File: src/rtl/conv_pg_pkg.sv
package conv_pg_pkg;

    typedef enum logic [3:0] {
        PG_MODE_USER  = 4'b0000,
        PG_MODE_CHECK = 4'b1000,
        PG_MODE_RAMP  = 4'b1001,
        PG_MODE_PRBS  = 4'b1010
    } pg_mode_e;

    typedef struct packed {
        logic user;
        logic check;
        logic ramp;
        logic prbs;
    } pg_sel_t;

    localparam int PG_LFSR_W = 7;

endpackage

File: src/rtl/pg_mode_decode.sv
module pg_mode_decode
    import conv_pg_pkg::*;
(
    input  logic [3:0] mode,
    output pg_sel_t    sel
);

    always_comb begin
        sel = '0;
        case (mode)
            PG_MODE_USER:  sel.user  = 1'b1;
            PG_MODE_CHECK: sel.check = 1'b1;
            PG_MODE_RAMP:  sel.ramp  = 1'b1;
            PG_MODE_PRBS:  sel.prbs  = 1'b1;
            default:       sel       = '0;
        endcase
    end

endmodule

File: src/rtl/pg_checker_src.sv
module pg_checker_src #(
    parameter int SAMPLES = 4,
    parameter int SBITS   = 16
) (
    input  logic                       clk,
    input  logic                       rst_n,
    input  logic                       active,
    input  logic                       adv,
    output logic [SAMPLES*SBITS-1:0]   word
);

    function automatic logic [SBITS-1:0] alt_bits();
        logic [SBITS-1:0] r;
        for (int i = 0; i < SBITS; i++) begin
            r[i] = (i % 2 == 1);
        end
        return r;
    endfunction

    localparam logic [SBITS-1:0] PAT_HI = alt_bits();

    typedef struct packed {
        logic phase;
    } chk_state_t;

    chk_state_t st_d, st_q;

    always_comb begin
        st_d = st_q;
        if (!active) begin
            st_d.phase = 1'b0;
        end else if (adv) begin
            st_d.phase = ~st_q.phase;
        end
        for (int k = 0; k < SAMPLES; k++) begin
            word[k*SBITS +: SBITS] = (st_q.phase ^ (k % 2 == 1)) ? ~PAT_HI : PAT_HI;
        end
    end

    always_ff @(posedge clk or negedge rst_n) begin
        if (!rst_n) begin
            st_q <= '0;
        end else begin
            st_q <= st_d;
        end
    end

    assert_phase_flip_R3: assert property (@(posedge clk) disable iff (!rst_n)
        (active && adv) |=> (st_q.phase != $past(st_q.phase)));

    assert_phase_hold_R7: assert property (@(posedge clk) disable iff (!rst_n)
        (active && !adv) |=> $stable(st_q.phase));

    assert_phase_restart_R9: assert property (@(posedge clk) disable iff (!rst_n)
        !active |=> (st_q.phase == 1'b0));

endmodule

File: src/rtl/pg_ramp_src.sv
module pg_ramp_src #(
    parameter int SAMPLES = 4,
    parameter int SBITS   = 16
) (
    input  logic                       clk,
    input  logic                       rst_n,
    input  logic                       active,
    input  logic                       adv,
    output logic [SAMPLES*SBITS-1:0]   word
);

    typedef struct packed {
        logic [SBITS-1:0] cnt;
    } ramp_state_t;

    ramp_state_t st_d, st_q;

    always_comb begin
        st_d = st_q;
        if (!active) begin
            st_d.cnt = '0;
        end else if (adv) begin
            st_d.cnt = st_q.cnt + 1'b1;
        end
        for (int k = 0; k < SAMPLES; k++) begin
            word[k*SBITS +: SBITS] = st_q.cnt + SBITS'(k);
        end
    end

    always_ff @(posedge clk or negedge rst_n) begin
        if (!rst_n) begin
            st_q <= '0;
        end else begin
            st_q <= st_d;
        end
    end

    assert_ramp_step_R4: assert property (@(posedge clk) disable iff (!rst_n)
        (active && adv) |=> (st_q.cnt == $past(st_q.cnt) + 1'b1));

    assert_ramp_hold_R7: assert property (@(posedge clk) disable iff (!rst_n)
        (active && !adv) |=> $stable(st_q.cnt));

    assert_ramp_restart_R9: assert property (@(posedge clk) disable iff (!rst_n)
        !active |=> (st_q.cnt == '0));

endmodule

File: src/rtl/pg_prbs_lane.sv
module pg_prbs_lane
    import conv_pg_pkg::*;
#(
    parameter int SBITS = 16,
    parameter int IDX   = 0
) (
    input  logic             clk,
    input  logic             rst_n,
    input  logic             active,
    input  logic             adv,
    output logic [SBITS-1:0] smp
);

    localparam logic [PG_LFSR_W-1:0] SEED = PG_LFSR_W'((IDX % 127) + 1);

    typedef struct packed {
        logic [PG_LFSR_W-1:0] lfsr;
    } lane_state_t;

    lane_state_t          st_d, st_q;
    logic [PG_LFSR_W-1:0] walk;
    logic                 fb;

    always_comb begin
        walk = st_q.lfsr;
        fb   = 1'b0;
        smp  = '0;
        for (int j = 0; j < SBITS; j++) begin
            fb   = walk[6] ^ walk[5];
            walk = {walk[5:0], fb};
            smp[SBITS-1-j] = fb;
        end
        st_d = st_q;
        if (!active) begin
            st_d.lfsr = SEED;
        end else if (adv) begin
            st_d.lfsr = walk;
        end
    end

    always_ff @(posedge clk or negedge rst_n) begin
        if (!rst_n) begin
            st_q.lfsr <= SEED;
        end else begin
            st_q <= st_d;
        end
    end

    assert_lfsr_live_R5: assert property (@(posedge clk) disable iff (!rst_n)
        st_q.lfsr != '0);

    assert_lfsr_hold_R7: assert property (@(posedge clk) disable iff (!rst_n)
        (active && !adv) |=> $stable(st_q.lfsr));

    assert_lfsr_restart_R9: assert property (@(posedge clk) disable iff (!rst_n)
        !active |=> (st_q.lfsr == SEED));

endmodule

File: src/rtl/conv_pattern_gen.sv
module conv_pattern_gen
    import conv_pg_pkg::*;
#(
    parameter int LINKS = 2,
    parameter int CONVS = 2,
    parameter int SBITS = 16
) (
    input  logic                             clk,
    input  logic                             rst_n,
    input  logic [3:0]                       mode,
    input  logic [LINKS*CONVS*SBITS-1:0]     usr_data,
    input  logic                             usr_valid,
    output logic                             usr_ready,
    input  logic                             out_ready,
    output logic [LINKS*CONVS*SBITS-1:0]     out_data,
    output logic                             out_valid
);

    localparam int SAMPLES = LINKS * CONVS;
    localparam int WORD_W  = SAMPLES * SBITS;

    pg_sel_t            sel;
    logic [WORD_W-1:0]  chk_word;
    logic [WORD_W-1:0]  ramp_word;
    logic [WORD_W-1:0]  prbs_word;

    pg_mode_decode i_decode (
        .mode (mode),
        .sel  (sel)
    );

    pg_checker_src #(.SAMPLES(SAMPLES), .SBITS(SBITS)) i_check (
        .clk    (clk),
        .rst_n  (rst_n),
        .active (sel.check),
        .adv    (out_ready),
        .word   (chk_word)
    );

    pg_ramp_src #(.SAMPLES(SAMPLES), .SBITS(SBITS)) i_ramp (
        .clk    (clk),
        .rst_n  (rst_n),
        .active (sel.ramp),
        .adv    (out_ready),
        .word   (ramp_word)
    );

    for (genvar g = 0; g < SAMPLES; g++) begin : g_lane
        pg_prbs_lane #(.SBITS(SBITS), .IDX(g)) i_lane (
            .clk    (clk),
            .rst_n  (rst_n),
            .active (sel.prbs),
            .adv    (out_ready),
            .smp    (prbs_word[g*SBITS +: SBITS])
        );
    end

    always_comb begin
        out_data  = '0;
        out_valid = 1'b0;
        usr_ready = 1'b0;
        unique0 case (1'b1)
            sel.user: begin
                out_data  = usr_data;
                out_valid = usr_valid;
                usr_ready = out_ready;
            end
            sel.check: begin
                out_data  = chk_word;
                out_valid = 1'b1;
            end
            sel.ramp: begin
                out_data  = ramp_word;
                out_valid = 1'b1;
            end
            sel.prbs: begin
                out_data  = prbs_word;
                out_valid = 1'b1;
            end
        endcase
    end

    assert_user_blocked_R2: assert property (@(posedge clk) disable iff (!rst_n)
        (mode != 4'b0000) |-> !usr_ready);

    assert_reserved_quiet_R8: assert property (@(posedge clk) disable iff (!rst_n)
        (mode != 4'b0000 && mode != 4'b1000 && mode != 4'b1001 && mode != 4'b1010)
        |-> (!out_valid && out_data == '0));

    assert_test_valid_R10: assert property (@(posedge clk) disable iff (!rst_n)
        (mode == 4'b1000 || mode == 4'b1001 || mode == 4'b1010) |-> out_valid);

    assert_single_source_R1: assert property (@(posedge clk) disable iff (!rst_n)
        $onehot0(sel));

endmodule

File: config.mk
export PLATFORM = sky130hd
export DESIGN_NAME = conv_pattern_gen
export DESIGN_NICKNAME = d
export VERILOG_FILES = /design/src/rtl/conv_pg_pkg.sv /design/src/rtl/pg_mode_decode.sv /design/src/rtl/pg_checker_src.sv /design/src/rtl/pg_ramp_src.sv /design/src/rtl/pg_prbs_lane.sv /design/src/rtl/conv_pattern_gen.sv
export SDC_FILE = /design/constraint.sdc
export NUM_CORES = 1
export LEC_CHECK = 0
export ABC_CLOCK_PERIOD_IN_PS = 2500
export BUFFER_PORTS_ARGS = -buffer_cell sky130_fd_sc_hd__clkbuf_2
export CORE_MARGIN = 5
export CORE_UTILIZATION = 53
export CTS_BUF_LIST = sky130_fd_sc_hd__clkbuf_4 sky130_fd_sc_hd__clkbuf_8 sky130_fd_sc_hd__clkbuf_16
export DETAILED_ROUTE_END_ITERATION = 10
export HOLD_SLACK_MARGIN = 0.12
export MAX_ROUTING_LAYER = met4
export PLACE_DENSITY = 0.8
export SLEW_MARGIN = 5
export SYNTH_ARGS = -nofsm -noshare
export SYNTH_HDL_FRONTEND = slang
export SYNTH_SLANG_ARGS = --single-unit
File: constraint.sdc
create_clock -name clk -period 2.5 [get_ports clk]
set_input_delay 0.5 -clock clk [delete_from_list [all_inputs] [get_ports clk]]
set_output_delay 0.5 -clock clk [all_outputs]
set_load 0.05 [all_outputs]
Word-level counts from Yosys, hierarchy flattened
Cells that the tools add are included.
Widths: inputs -> output; s select.

storage, ports and cells
  register bits after elaboration = 45
  input port bits = 72
  output and inout port bits = 66
  logic and storage cells = 103

operators by class
  $add $sub $neg = 3
  eq/ne operators = 6
  mux-type cells = 21
  bitwise gates (word level) = 65
  reductions and logical operators = 2

operator list
  kind                   count
  $pmux 64 s4            1
  $mux 16                4
  $xor 1x1->1            64
  $mux 7                 8
  $add 16x2->16 const B  2
  $add 16x1->16 const B  1
  $eq 4x4->1 const B     3
  $mux 1                 7
  $ne 2x2->1 const B     3
  $logic_not 4->1        1
  $reduce_or 3->1        1
  $pmux 1 s2             1
  $not 1->1              1

Logic depth before layout (Yosys ltp)
  depth after elaboration = 5
  gate-level depth with buffers = 7
  depth with buffers taken out = 6

Hierarchy
From an unflattened synthesis, not the netlist that was laid out.

unflattened totals
  cells, all modules = 691
  area total of the unflattened synthesis = 5820.6 µm²

by module, submodules not included
  module                            times used  cells an instance  area an instance (µm²)  sequential area each (µm²)
  pg_ramp_src                       1           192                1555.2                  400.4
  conv_pattern_gen                  1           222                1521.5                  0.0
  pg_prbs_lane at g_lane[1].i_lane  1           51                 558.0                   176.4
  pg_prbs_lane at g_lane[2].i_lane  1           52                 545.5                   177.7
  pg_prbs_lane at g_lane[0].i_lane  1           51                 535.5                   176.4
  pg_prbs_lane at g_lane[3].i_lane  1           52                 535.5                   176.4
  pg_checker_src                    1           67                 516.7                   25.0
  pg_mode_decode                    1           4                  52.6                    0.0

Worst setup path after synthesis
OpenSTA, ideal clock, no wires.

  kind = reg2out
  start point = register i_ramp.st_q[1] (netlist name)
  end point = output out_data[57]
  arrival = 2481 ps
  data required time = 2000 ps
  path slack = -481 ps
  cell stages (with the launch flop) = 7
  buffers on the path = 1
  cell sequence = dfrtp_1 ha_1 clkbuf_1 a21oi_1 nor3_1 xnor2_1 o21ai_0

between the ends
  word-level cells in the longest chain between the ends = 2

RTL lines
  element                 line                    source
  start, declared         pg_ramp_src.sv:16       ramp_state_t st_d, st_q;
  start signal, assigned  pg_ramp_src.sv:34       st_q <= st_d;
  $add 16x2->16           pg_ramp_src.sv:26       word[k*SBITS +: SBITS] = st_q.cnt + SBITS'(k);
  $pmux 64 s4             conv_pattern_gen.sv:62  unique0 case (1'b1)
  end, declared           conv_pattern_gen.sv:15  output logic [LINKS*CONVS*SBITS-1:0] out_data,

No other way between the ends.

Worst setup path after layout
  start point = register i_ramp.st_q[3] (netlist name)
  end point = output out_data[42]

Same word-level chain as after synthesis.

==> flow_metrics.py <==
metrics = {
    "status": {
        "run_status": "complete, but fails checks",
        "violations": "negative setup slack",
    },
    "setup_path": {
        "critPathMaxFanout": 9,
        "end_kind": "primary output",
        "start_kind": "flip-flop",
        "worstReg2RegEnd": "i_ramp.st_q[15]",
        "path_delay_family": "buffers and inverters",
        "critPathKind": "reg -> out",
        "cpPeakStageDelay_ps": 440,
        "ff2ff_path_depth": 5,
        "critPathBufInv": 3,
        "crit_slowest_cell": "dfrtp_1",
        "r2r_start": "i_ramp.st_q[1]",
        "arrival_ps": 2270,
        "crit_chain": "buf_4, nand3_2, buf_4, nor3_2, nand2_1, o211ai_1, buf_12",
        "rrSetupSlack_ps": 420,
        "cp_common_cell": "buf_4",
        "crit_required_ps": 2000,
    },
    "route": {
        "routedWlPerCell_um": 32.1,
        "ant_nets": 0,
        "dr.pass1.iters": 10,
        "wirelength_mm": 27.6,
        "viasPerCell": 7.61,
        "drt-initial-drc-count": 1159,
        "vias": 6528,
        "drc": 0,
    },
    "pwr": {
        "p_per_area_nw_per_um2": 280,
        "peakVddDrop_v": 0.000297,
        "p_leak_uw": 0.00329,
    },
    "grt": {
        "grt_overflow_total": 0,
        "antenna_found_initial": 2,
        "first_global_vias": 5465,
        "grtUsageTotal_pct": 39.5,
        "grt_pass1_wl_mm": 30.5,
        "grt_max_degree": 46,
    },
    "placement": {
        "gp_congestion": 1.04,
        "port_buffers": 137,
        "dp_hpwl_mm": 14.1,
    },
    "yosys": {
        "syn_nets": 646,
        "ys_ff_latch": 45,
        "synth_area_sq_um": 4430,
        "yosysTopAreaCellShare_pct": 22.6,
        "yosysUniqueCellTypes": 45,
        "synth_area_per_cell_sq_um": 7.77,
        "synth_edf_count": 0,
        "synth_common_cells": "69 x nor2_1, 54 x xnor2_1, 49 x xor2_1",
        "synth_flop_cell": "dfrtp_1",
        "synthMostInstantiatedCell": "nor2_1",
        "synthTopCellsByArea": "dfrtp_1 23%, xnor2_1 11%, xor2_1 9.7%, a221oi_1 7.9%, nor2_1 5.9%",
        "synth_top_area_cell": "dfrtp_1",
        "ys.warnings.count": 0,
        "synthCells": 570,
        "synthArstFlopShare_pct": 100,
        "ys_seq_area_share_pct": 25.6,
    },
    "worst_hold_path": {
        "hp-class": "in -> async",
    },
    "layout": {
        "drive_gt1_share_pct": 48.5,
        "area_delta_synth_final_pct": 75.8,
        "register_area_sq_um": 1140,
        "fin_nets": 826,
        "multiInputGateArea_sq_um": 3640,
        "num-fill-cells": 212,
    },
    "timing": {
        "hold_violations": 0,
        "rsz0062_at_grt": "yes",
        "finalClockSkew_ps": 11.6,
        "setup_ws_ps": -271,
        "drv_slew": 0,
        "setup_viol": 44,
        "whs_ps": 138,
        "finalCritPeriodShare_pct": 111,
        "fin_crit_ps": 2770,
        "max_freq_ghz": 0.361,
        "worst_pin_slew_ps": 795,
        "fin_tns_setup_ps": -3570,
        "slew_headroom_pct": 46.9,
    },
    "floorplan": {
        "die_h_um": 101,
        "start_util_pct": 54.1,
        "fp.dieW_um": 101,
        "dieArea_sq_um": 10300,
        "io_pins": 138,
        "rows": 33,
        "fp.coreArea_sq_um": 8180,
    },
    "clocking": {
        "cts-htree-levels": 2,
        "cts-root-buf": "clkbuf_8",
        "clock_sinks": 45,
        "numCtsBuffers": 5,
        "cts.reportedPaths.clkPinSlew_ps": 100,
        "cts_buffer_depth": 2,
        "cts_tree": "yes",
        "hold_buffers": 0,
        "clock_latency_ps": 330,
    },
    "run": {
        "cap_viol_max_count": 0,
    },
}
==> logic make-up after synthesis <==
logic type               count (synthesis)  share of synthesized area (%)
adder cells (fa/ha/maj)                  4                           1.13
multiplexers                             2                          0.452
XOR/XNOR                               103                           20.4
AO/OA/AOI/OAI                          153                           23.9
AND/OR/NAND/NOR                        185                           20.4
buffers and inverters                   78                           8.20
flip-flops                              45                           25.6
==> layout make-up <==
class | count | share of cell area [%]
repair buffers | 246 | 35.0
multi-input cells | 447 | 46.8
clock buffers | 7 | 1.16
clock inverters | 1 | 0.386
well taps | 105 | 1.69
diodes | 2 | 0.0643
flip-flops and latches | 45 | 14.6
inverters | 5 | 0.289
==> sequential cells by signal, summed over array words and instances (netlist names) <==
| signal | flops |
|---|---|
| i_ramp.st_q | 16 |
| i_check.st_q | 1 |
| g_lane.i_lane.st_q | 28 |
==> worst reg2reg max path: cells and delay by family, from the launching register on <==
kind	cells	cell delay (ps)
and+or+nand+nor	3	1100
adders and majority gates	1	230
DFF	1	460
xor gates and xnor gates	1	210
==> layout by cell type, fill, tap and decap left out, drive strengths merged, types with 5 or more instances in the layout <==
| master | count |
|---|---|
| nor2b | 7 |
| xnor2 | 54 |
| nand2 | 40 |
| nor2 | 70 |
| o21ai | 43 |
| o211ai | 16 |
| nand3 | 7 |
| buf | 168 |
| a221oi | 40 |
| nor4 | 13 |
| nor3 | 29 |
| clkbuf | 85 |
| dfrtp | 40 |
| a211oi | 6 |
| nand4 | 6 |
| dfstp | 5 |
| xor2 | 49 |
| a21oi | 18 |
| a22oi | 8 |
| o21a | 6 |
==> worst max-delay path by stage <==
stage / start / endpoint / slack, ps / cells past startpoint
finish: i_ramp.st_q[3] / out_data[42] / -270 / 7
global route: i_ramp.st_q[1] / out_data[43] / -230 / 6
global placement: mode[0] / out_data[45] / -30 / 7
floorplan: mode[2] / out_data[36] / -170 / 4
CTS: i_ramp.st_q[1] / out_data[63] / -30 / 8
detailed placement: mode[0] / out_data[61] / -90 / 9
==> stage by stage <==
step / setup slack (ps) / total power, uW / utilization, % / std cells / area, sq um
final: -271 / 2180 / 95.2 / 858 / 7780
after global routing: -230 / 2220 / 95.2 / 858 / 7780
after CTS: -32.0 / 2050 / 85.2 / 829 / 6970
after detailed placement: -94.0 / 1440 / 80.6 / 816 / 6590
after global placement: -33.3 / 1430 / 80.6 / 816 / 6590
after floorplan: -171 / 1070 / - / 570 / 4460
==> where the power goes <==
group	total (uW)	switching (uW)	internal, uW
Combinational	790	455	334
Sequential	750	14.6	735
Clock	641	303	338
Total	2180	773	1410
==> routing by layer <==
metal / global-route usage, % / part of all wire [%] / up-vias
li1: - / - / 2394
met1: 47.7 / 31 / 2926
met2: 61.3 / 42 / 871
met3: 8.13 / 16 / 337
met4: 22.4 / 11 / 0
met5: - / 0 / -
==> timing repair <==
| action | in CTS | in global routing |
|---|---|---|
| pin swaps | 7 | 24 |
| setup buffers | 5 | 25 |
| endpoints found under the setup margin | 50 | 57 |
| cloned | 0 | 2 |
| resized for setup | 47 | 108 |
Power figures use the tool's default switching activity.
